==> src/rtl/bcd_cnt_pkg.sv <==
package bcd_cnt_pkg;

    localparam int DIGIT_W = 4;
    localparam int SEG_W   = 7;
    localparam int RADIX   = 10;

    typedef logic [DIGIT_W-1:0] digit_t;
    typedef logic [SEG_W-1:0]   segs_t;

    // Steps outside 1..9 are treated as a step of one.
    function automatic digit_t clamp_step(input digit_t raw);
        if (raw == '0 || raw > digit_t'(RADIX - 1)) begin
            return digit_t'(1);
        end
        return raw;
    endfunction

    // Forces a non-decimal code to zero.
    function automatic digit_t sanitize(input digit_t raw);
        return (raw > digit_t'(RADIX - 1)) ? '0 : raw;
    endfunction

    // Modulo-10 addition of a step.
    function automatic digit_t wrap_up(input digit_t cur, input digit_t k);
        logic [DIGIT_W:0] sum;
        sum = {1'b0, cur} + {1'b0, k};
        if (sum >= (DIGIT_W+1)'(RADIX)) begin
            sum = sum - (DIGIT_W+1)'(RADIX);
        end
        return sum[DIGIT_W-1:0];
    endfunction

    // Modulo-10 subtraction of a step.
    function automatic digit_t wrap_down(input digit_t cur, input digit_t k);
        logic [DIGIT_W:0] diff;
        diff = {1'b0, cur} + (DIGIT_W+1)'(RADIX) - {1'b0, k};
        if (diff >= (DIGIT_W+1)'(RADIX)) begin
            diff = diff - (DIGIT_W+1)'(RADIX);
        end
        return diff[DIGIT_W-1:0];
    endfunction

endpackage

==> src/rtl/tick_prescaler.sv <==
module tick_prescaler #(
    parameter int DIV_RATIO = 12_000_000
) (
    input  logic clk,
    input  logic rst,
    output logic tick
);
    localparam int CW = (DIV_RATIO > 1) ? $clog2(DIV_RATIO) : 1;
    localparam logic [CW-1:0] LAST = CW'(DIV_RATIO - 1);

    typedef struct packed {
        logic [CW-1:0] cnt;
    } pre_state_t;

    pre_state_t st_d, st_q;

    always_comb begin
        st_d = st_q;
        if (st_q.cnt == LAST) begin
            st_d.cnt = '0;
        end else begin
            st_d.cnt = st_q.cnt + CW'(1);
        end
    end

    always_ff @(posedge clk or posedge rst) begin
        if (rst) begin
            st_q <= '0;
        end else begin
            st_q <= st_d;
        end
    end

    assign tick = (st_q.cnt == LAST);

endmodule

==> src/rtl/bcd_step_counter.sv <==
module bcd_step_counter
    import bcd_cnt_pkg::*;
(
    input  logic   clk,
    input  logic   rst,
    input  logic   tick,
    input  logic   preset,
    input  digit_t load_val,
    input  logic   count_down,
    input  digit_t step_sel,
    output digit_t digit
);
    typedef struct packed {
        digit_t val;
    } cnt_state_t;

    cnt_state_t st_d, st_q;
    digit_t     step_k;

    always_comb begin
        st_d   = st_q;
        step_k = clamp_step(step_sel);
        if (preset) begin
            st_d.val = sanitize(load_val);
        end else if (tick) begin
            if (count_down) begin
                st_d.val = wrap_down(st_q.val, step_k);
            end else begin
                st_d.val = wrap_up(st_q.val, step_k);
            end
        end
    end

    always_ff @(posedge clk or posedge rst) begin
        if (rst) begin
            st_q <= '0;
        end else begin
            st_q <= st_d;
        end
    end

    assign digit = st_q.val;

endmodule

==> src/rtl/seg_decoder.sv <==
module seg_decoder
    import bcd_cnt_pkg::*;
#(
    parameter bit ACTIVE_LOW = 1'b0
) (
    input  digit_t digit,
    output segs_t  seg
);
    segs_t lit;

    // Bit 0 is segment a, bit 6 is segment g; 1 lights the segment.
    always_comb begin
        case (digit)
            4'd0:    lit = 7'h3F;
            4'd1:    lit = 7'h06;
            4'd2:    lit = 7'h5B;
            4'd3:    lit = 7'h4F;
            4'd4:    lit = 7'h66;
            4'd5:    lit = 7'h6D;
            4'd6:    lit = 7'h7D;
            4'd7:    lit = 7'h07;
            4'd8:    lit = 7'h7F;
            4'd9:    lit = 7'h6F;
            default: lit = 7'h00;
        endcase
    end

    generate
        if (ACTIVE_LOW) begin : g_anode
            assign seg = ~lit;
        end else begin : g_cathode
            assign seg = lit;
        end
    endgenerate

endmodule

==> src/rtl/bcd_digit_counter.sv <==
module bcd_digit_counter #(
    parameter int CLK_HZ         = 12_000_000,
    parameter int COUNT_HZ       = 1,
    parameter int DIV_RATIO      = CLK_HZ / COUNT_HZ,
    parameter bit SEG_ACTIVE_LOW = 1'b0
) (
    input  logic       clk,
    input  logic       rst,
    input  logic       preset,
    input  logic [3:0] load_val,
    input  logic       count_down,
    input  logic [3:0] step_sel,
    output logic [3:0] bcd,
    output logic [6:0] seg
);
    logic slow_tick;

    tick_prescaler #(.DIV_RATIO(DIV_RATIO)) u_pre (
        .clk  (clk),
        .rst  (rst),
        .tick (slow_tick)
    );

    bcd_step_counter u_cnt (
        .clk        (clk),
        .rst        (rst),
        .tick       (slow_tick),
        .preset     (preset),
        .load_val   (load_val),
        .count_down (count_down),
        .step_sel   (step_sel),
        .digit      (bcd)
    );

    seg_decoder #(.ACTIVE_LOW(SEG_ACTIVE_LOW)) u_dec (
        .digit (bcd),
        .seg   (seg)
    );

endmodule

==> config.mk <==
export PLATFORM = sky130hd
export DESIGN_NAME = bcd_digit_counter
export DESIGN_NICKNAME = d
export VERILOG_FILES = /design/src/rtl/bcd_cnt_pkg.sv /design/src/rtl/tick_prescaler.sv /design/src/rtl/bcd_step_counter.sv /design/src/rtl/seg_decoder.sv /design/src/rtl/bcd_digit_counter.sv
export SDC_FILE = /design/constraint.sdc
export NUM_CORES = 1
export LEC_CHECK = 0
export CORE_MARGIN = 4
export CORE_UTILIZATION = 51
export CTS_CLUSTER_DIAMETER = 80
export DETAILED_ROUTE_END_ITERATION = 10
export GPL_TIMING_DRIVEN = 0
export PLACE_DENSITY_LB_ADDON = 0.2
export SLEW_MARGIN = 25
export SYNTH_ARGS = -nofsm -noshare
export SYNTH_HDL_FRONTEND = slang
export SYNTH_SLANG_ARGS = --single-unit
==> constraint.sdc <==
create_clock -name clk -period 2.3 [get_ports clk]
set_input_delay 0.345 -clock clk [delete_from_list [all_inputs] [get_ports clk]]
set_output_delay 0.345 -clock clk [all_outputs]
set_load 0.005 [all_outputs]
==> run metrics, run 1 <==
IO Pins=23; Final ANT Viol Nets=0; reg2reg path depth=11; WP data arrival=2.60 ns; Max Cap Violations=0; Net Sw Frac=30.09%; NetSw=0.0004433 W; cell mode on critical path=ha_4; ys flop type=dfrtp_1; Die H=72.60 um; ant diodes=0; Clk pwr share=25.8%; Bufs on Longest Clock Path=2; CP max-delay cell=dfrtp_2; worst rel slew slack=62.39%; R2R Setup Slk=-0.12 ns; Core Region=4029 sq um; GRT met1 Usage=23.20%; Fin. Hold Viols=0; EDFF count, synth=0; synthesized cell area=2128 sq um; register clock-pin slew on the reported worst setup and hold paths=0.09 ns; reg2reg start=u_cnt.digit[0]$_DFFE_PP0P_; Skew-Pair Late Insertion Delay=0.27 ns; PwrDens=516.7 nW/um^2; Core Util, Final=70.78%; crit-path cells=buf_6 > ha_4 > ha_4 > or2_4 > o221a_4 > ha_4 > inv_2 > a31oi_1 > o211a_1 > mux2_4 > o211ai_1; vias=1,851; pin count of the biggest net entering global routing=29; row cnt=23; initial antenna violation count=0; routed len/inst=14.93 um; share of cells above drive strength 1=25.71%; Tightest Pin Transition=0.5589 ns; CP peak stage delay=0.45 ns; Setup Skew=0.004009 ns; GRT Total Usage=19.02%; cts hold-fix bufs=0; CTS tree=yes; RD Place Congestion=0.7721; first-pass GRT wire length=8031 um; Fill cells=300; fin crit share=105.2%; clk sink count=28; CP startpoint kind=register; WHS=0.4336 ns; DR vias/cell=5.609; Area Growth Syn to Fin=33.98%; fin worst setup slack=-0.1203 ns; internal power=0.001030 W; RSZ-0062 raised after global routing=true; gr ovfl total=0; crit path kind=reg -> reg; crit-path max FO=3; fraction of registers with async set/reset=100.0%; failing checks=setup timing; CP startpoint=u_cnt.digit[0]$_DFFE_PP0P_; met3 usage=1.377%; outcome=finished, violations left; number of global-route vias before repair=1,792; Synth warnings=0; Final nets=314; Tmin final=2.420 ns; buffers added on ports=22; drt pass-1 iters=4; min-delay worst type=in -> async; Yosys reg bits=28; # H-tree levels=1; Req. time, crit path=2.48 ns; met2 GRT Util=34.77%; Crit. End Element=register; Starting Density=52.83%; Max VDD drop=499.5 uV; Fmax=0.4132 GHz; Comb power frac=39.6%; final WL=4926 um; Die Footprint=5271 sq um; sequential share of power=34.6%; Die Wd=72.60 um; post-DP HPWL=3397 um; Initial DRC Count=75; clock root buffer=clkbuf_8; Final setup violation count=2; Netlist cell types=49; Post-Syn Nets=269; post-synthesis sequential area ratio=32.92%; syn avg cell area=9.018 sq um; CTS buffer count=3; Worst setup endpoint=u_cnt.digit[2]$_DFFE_PP0P_; GR peak layer=met2; reg2reg end=u_cnt.digit[2]$_DFFE_PP0P_; Gate Count Post-Synth=236; # DRC=0; Leak Pwr=1.303 nW; Final Slew Violations=0
## kinds of logic after synthesis
kind of cell,share of synthesized area [%]
multiplexers,1.528
AND/OR/NAND/NOR,24.63
adder cells (fa/ha/maj),12.70
AO/OA/AOI/OAI,13.99
flip-flops,32.92
buffers and inverters,4.350
XOR/XNOR,9.876
## Yosys cell counts, types with 3 or more instances
library cell | number | share of area [%]
nor4b_1 | 4 | 1.6
nand4_1 | 6 | 1.8
o21ai_0 | 17 | 4.0
a31oi_1 | 3 | 0.88
nor2_1 | 22 | 3.9
nor3_1 | 3 | 0.71
nand2_1 | 21 | 3.7
inv_1 | 18 | 3.2
ha_1 | 20 | 12
nand2b_1 | 4 | 1.2
and2_1 | 3 | 0.88
and4_1 | 3 | 1.2
a21o_1 | 3 | 1.1
xnor2_1 | 11 | 4.5
dfrtp_1 | 28 | 33
nand3_1 | 7 | 1.6
or3_1 | 3 | 0.88
a21oi_1 | 7 | 1.6
xor2_1 | 13 | 5.3
## area by class of cell
| cell class | instances | area (sq um) | share of cell area, % |
|---|---|---|---|
| Tap cell | 50 | 62.56 | 2.194 |
| Clock buffer | 3 | 41.29 | 1.448 |
| Inverter | 18 | 77.57 | 2.720 |
| Multi-Input combinational cell | 186 | 1541 | 54.06 |
| Sequential cell | 28 | 704.4 | 24.70 |
| Timing Repair Buffer | 40 | 360.3 | 12.64 |
| Clock inverter | 1 | 30.03 | 1.053 |
| Buffer | 4 | 33.78 | 1.185 |
## registers in the layout, indices dropped and copies added, names as in the netlist
signal	count
u_pre.st_q	24
u_cnt.digit	4
## layer usage
metal,vias to the layer above,wire length [um]
met5,-,0
met4,0,104
met3,10,111
met2,35,2576
met1,879,2133
li1,927,-
## power by group through the flow
stage | Clock [W] | Combinational (W) | Sequential (W)
3_3_place_gp | 0 | 0.000450 | 0.000525
3_5_place_dp | 0 | 0.000463 | 0.000525
2_1_floorplan | 0 | 0.000311 | 0.000520
4_1_cts | 0.000387 | 0.000533 | 0.000509
5_1_grt | 0.000408 | 0.000641 | 0.000510
6_report | 0.000380 | 0.000584 | 0.000510
## how the worst min path moves through the flow
stage	start	end	slack, ns
finish	rst	u_pre.st_q[0]$_DFF_PP0_	0.43
global route	rst	u_pre.st_q[0]$_DFF_PP0_	0.48
CTS	u_pre.st_q[0]$_DFF_PP0_	u_pre.st_q[0]$_DFF_PP0_	0.47
detailed placement	u_pre.st_q[0]$_DFF_PP0_	u_pre.st_q[0]$_DFF_PP0_	0.46
global placement	u_pre.st_q[0]$_DFF_PP0_	u_pre.st_q[0]$_DFF_PP0_	0.44
floorplan	rst	u_cnt.digit[0]$_DFFE_PP0P_	0.41
## placed cells by master, fill, tap and decap left out, types with 3 or more instances in the layout
cell type	n
clkdlybuf4s50_1	13
dfrtp_2	3
or3_1	3
inv_2	5
ha_1	12
dfrtp_1	25
buf_4	17
buf_6	5
a31oi_1	3
nor2_1	20
a21o_1	3
nor3_1	3
o21ai_0	13
nand2_1	18
xnor2_1	10
nand3_1	7
nand4_1	6
nand2_4	3
clkbuf_8	3
ha_4	6
dlygate4sd2_1	3
dlymetal6s2s_1	3
inv_1	11
a21oi_1	5
xor2_1	12
and4_1	3
nor4b_1	3
## critical path: cells and delay by family, from the launching register on
kind,cells,cell delay (ns)
muxes,1,0.30
adders and majority gates,3,0.47
DFF,1,0.45
AOI/OAI and AO/OA,4,0.70
buffers and inverters,2,0.18
and+or+nand+nor,1,0.22
## repair_timing
action	CTS	global route
gates resized for setup	42	18
setup buffers	10	8
pin swaps	15	9
setup endpoints to repair	6	6
## through the flow
step                      TNS (ns)  cell area [sq um]  setup WS (ns)  total power [W]  std cells
after floorplan            -0.3234               2208        -0.1683        0.0008306        236
after global placement      -2.524               2491        -0.8957        0.0009749        308
after detailed placement    -2.697               2491        -0.9739        0.0009873        308
after CTS                  -0.3098               2728        -0.1871         0.001429        322
after global routing       -0.4819               2851        -0.2256         0.001559        330
final                      -0.2338               2851        -0.1203         0.001473        330
Note: power is estimated with default switching activity, not from simulation.
==> inputs of run 2 (changes only) <==
SETUP_SLACK_MARGIN = 0.02   (was unset)
==> run 2 against run 1 <==
The flow still finishes with violations (setup timing). Worst hold slack got worse by 0.0066 ns. Power up 3.5%. Clock skew up 0.0014 ns. Critical path type is now in -> reg. Critical endpoint is now u_cnt.digit[1]$_DFFE_PP0P_. Largest power group unchanged.
==> run metrics, run 2 (synthesis gave the netlist of run 1 again) <==
RD Place Congestion=0.7741 (+0.26%); crit path kind=in -> reg; final WL=4975 um (+0.99%); IO Pins=23 (unchanged); CTS tree=yes; met2 GRT Util=35.07% (+0.30 points); Die H=72.60 um (unchanged); clock root buffer=clkbuf_8; CP startpoint kind=input pin; most frequent cells in the layout=dfrtp_1, nor2_1, nand2_1, buf_4, o21ai_0; crit-path cells=buf_8 > nor2_4 > and2_4 > o21bai_4 > ha_4 > inv_4 > ha_4 > inv_2 > fa_2 > ha_4 > nor4b_4 > nor4b_1 > a31o_1 > a41oi_2; Comb power frac=41.5% (+1.9 points); Die Wd=72.60 um (unchanged); Final nets=313 (-0.32%); Setup Skew=0.005421 ns (+0.001413 ns); Biggest register=u_pre.st_q; Starting Density=52.83% (unchanged); Net Sw Frac=30.44% (+0.35 points); Final setup violation count=2 (unchanged); sequential share of power=33.4% (-1.2 points); Die Footprint=5271 sq um (unchanged); GRT Total Usage=20.12% (+1.1 points); Crit path max-delay family=adder cells; R2R Setup Slk=-0.10 ns (+0.02 ns); min-delay worst type=in -> async; Skew-Pair Late Insertion Delay=0.28 ns (about the same); max FFs per register=24 (unchanged); share of cells above drive strength 1=25.81% (+0.092 points); met3 usage=1.515% (+0.14 points); most common cell after layout, fill and taps aside=dfrtp_1; buffers added on ports=22 (unchanged); worst path bufs/invs=3 (+1); placed cell area=2491 sq um (unchanged); Final Slew Violations=0 (unchanged); dpl ws=-0.9569 ns (+0.01707 ns); Leak Pwr=1.319 nW (+1.2%); RSZ-0062 raised after global routing=true; CTS buffer count=3 (unchanged); Max VDD drop=526.1 uV (+5.3%); PwrDens=527.4 nW/um^2 (+2.1%); DR vias/cell=5.550 (-1.1%); Crit. End Element=register; reg2reg path depth=13 (+2); WP data arrival=2.54 ns (-0.06 ns); Levels on crit path=14 (+3); Fin. Hold Viols=0 (unchanged); initial antenna violation count=0 (unchanged); Req. time, crit path=2.43 ns (-0.05 ns); gr ovfl total=0 (unchanged); GRT met1 Usage=25.31% (+2.1 points); drt pass-1 iters=4 (unchanged); outcome=finished, violations left; vias=1,826 (-1.4%); Fill cells=313 (+4.3%); routed len/inst=15.12 um (+1.3%); design area=2892 sq um (+1.4%); crit-path max FO=5 (+2); cell mode on critical path=ha_4; Worst setup endpoint=u_cnt.digit[1]$_DFFE_PP0P_; Bufs on Longest Clock Path=2 (unchanged); NetSw=0.0004642 W (+4.7%); pin count of the biggest net entering global routing=29 (unchanged); sequential cell area=704.4 sq um (unchanged); Final ANT Viol Nets=0 (unchanged); Max Cap Violations=0 (unchanged); Core Region=4029 sq um (unchanged); CP startpoint=step_sel[1]; worst rel slew slack=62.64% (+0.25 points); register clock-pin slew on the reported worst setup and hold paths=0.09 ns (about the same); fin crit share=104.6% (-0.67 points); CP peak stage delay=0.57 ns (+0.12 ns); Clk pwr share=25.1% (-0.7 points); first-pass GRT wire length=8411 um (+4.7%); failing checks=setup timing; number of global-route vias before repair=1,872 (+4.5%); Area Growth Syn to Fin=35.86%; clk sink count=28 (unchanged); reg2reg start=u_cnt.digit[1]$_DFFE_PP0P_; Tmin final=2.405 ns (-0.01542 ns); post-DP HPWL=3481 um (+2.5%); area of the multi-input gates=1570 sq um (+1.9%); # DRC=0 (unchanged); reg2reg end=u_cnt.digit[2]$_DFFE_PP0P_; Tightest Pin Transition=0.5596 ns (+0.0006453 ns); Fmax=0.4158 GHz (+0.64%); CP max-delay cell=fa_2; ant diodes=0 (unchanged); GR peak layer=met2; Initial DRC Count=79 (+5.3%); # H-tree levels=1 (unchanged); internal power=0.001061 W (+3.0%); row cnt=23 (unchanged); fin worst setup slack=-0.1048 ns (+0.01542 ns)
## run 2: metal layers
metal | vias to the layer above | wire length [um]
met5 | - | 0
met4 | 0 | 138
met3 | 11 | 119
met2 | 30 | 2536
met1 | 862 | 2180
li1 | 923 | -
## run 2: worst min path at each step
stage	endpoint	slack, ns	from
6_report	u_pre.st_q[0]$_DFF_PP0_	0.43	rst
5_1_grt	u_pre.st_q[0]$_DFF_PP0_	0.48	rst
4_1_cts	u_pre.st_q[0]$_DFF_PP0_	0.48	u_pre.st_q[0]$_DFF_PP0_
3_5_place_dp	u_pre.st_q[0]$_DFF_PP0_	0.47	u_pre.st_q[0]$_DFF_PP0_
3_3_place_gp	u_pre.st_q[0]$_DFF_PP0_	0.44	u_pre.st_q[0]$_DFF_PP0_
2_1_floorplan	u_cnt.digit[0]$_DFFE_PP0P_	0.41	rst
## run 2: power by group through the flow
| stage | registers, W | logic, W | clock network [W] |
|---|---|---|---|
| 2_1_floorplan | 0.000520 | 0.000311 | 0 |
| 3_3_place_gp | 0.000525 | 0.000450 | 0 |
| 3_5_place_dp | 0.000525 | 0.000464 | 0 |
| 4_1_cts | 0.000510 | 0.000542 | 0.000394 |
| 5_1_grt | 0.000511 | 0.000698 | 0.000410 |
| 6_report | 0.000510 | 0.000632 | 0.000383 |
## run 2: repair_timing
item	CTS	global route
pin swaps	12	9
gates resized for setup	42	25
hold buffers	0	0
setup endpoints to repair	7	8
buffers inserted	8	9
## run 2: layout make-up
type | instances | area share [%]
buffer | 4 | 1.168
clock inverter | 1 | 1.039
tap | 50 | 2.164
inverter | 18 | 2.769
multi-input combinational | 186 | 54.31
clock buffer | 3 | 1.428
timing repair buffer | 39 | 12.77
sequential | 28 | 24.36
## run 2: stage by stage
step	utilization (%)	TNS [ns]	total power [W]	cells	hold slack, ns
3_5_place_dp	61.83	-2.658	0.0009888	308	0.4658
6_report	71.77	-0.2067	0.001525	329	0.4271
5_1_grt	71.77	-0.5593	0.001619	329	0.4805
4_1_cts	67.52	-0.2375	0.001446	320	0.4761
2_1_floorplan	-	-0.3194	0.0008312	236	0.4104
3_3_place_gp	61.83	-2.510	0.0009749	308	0.4436
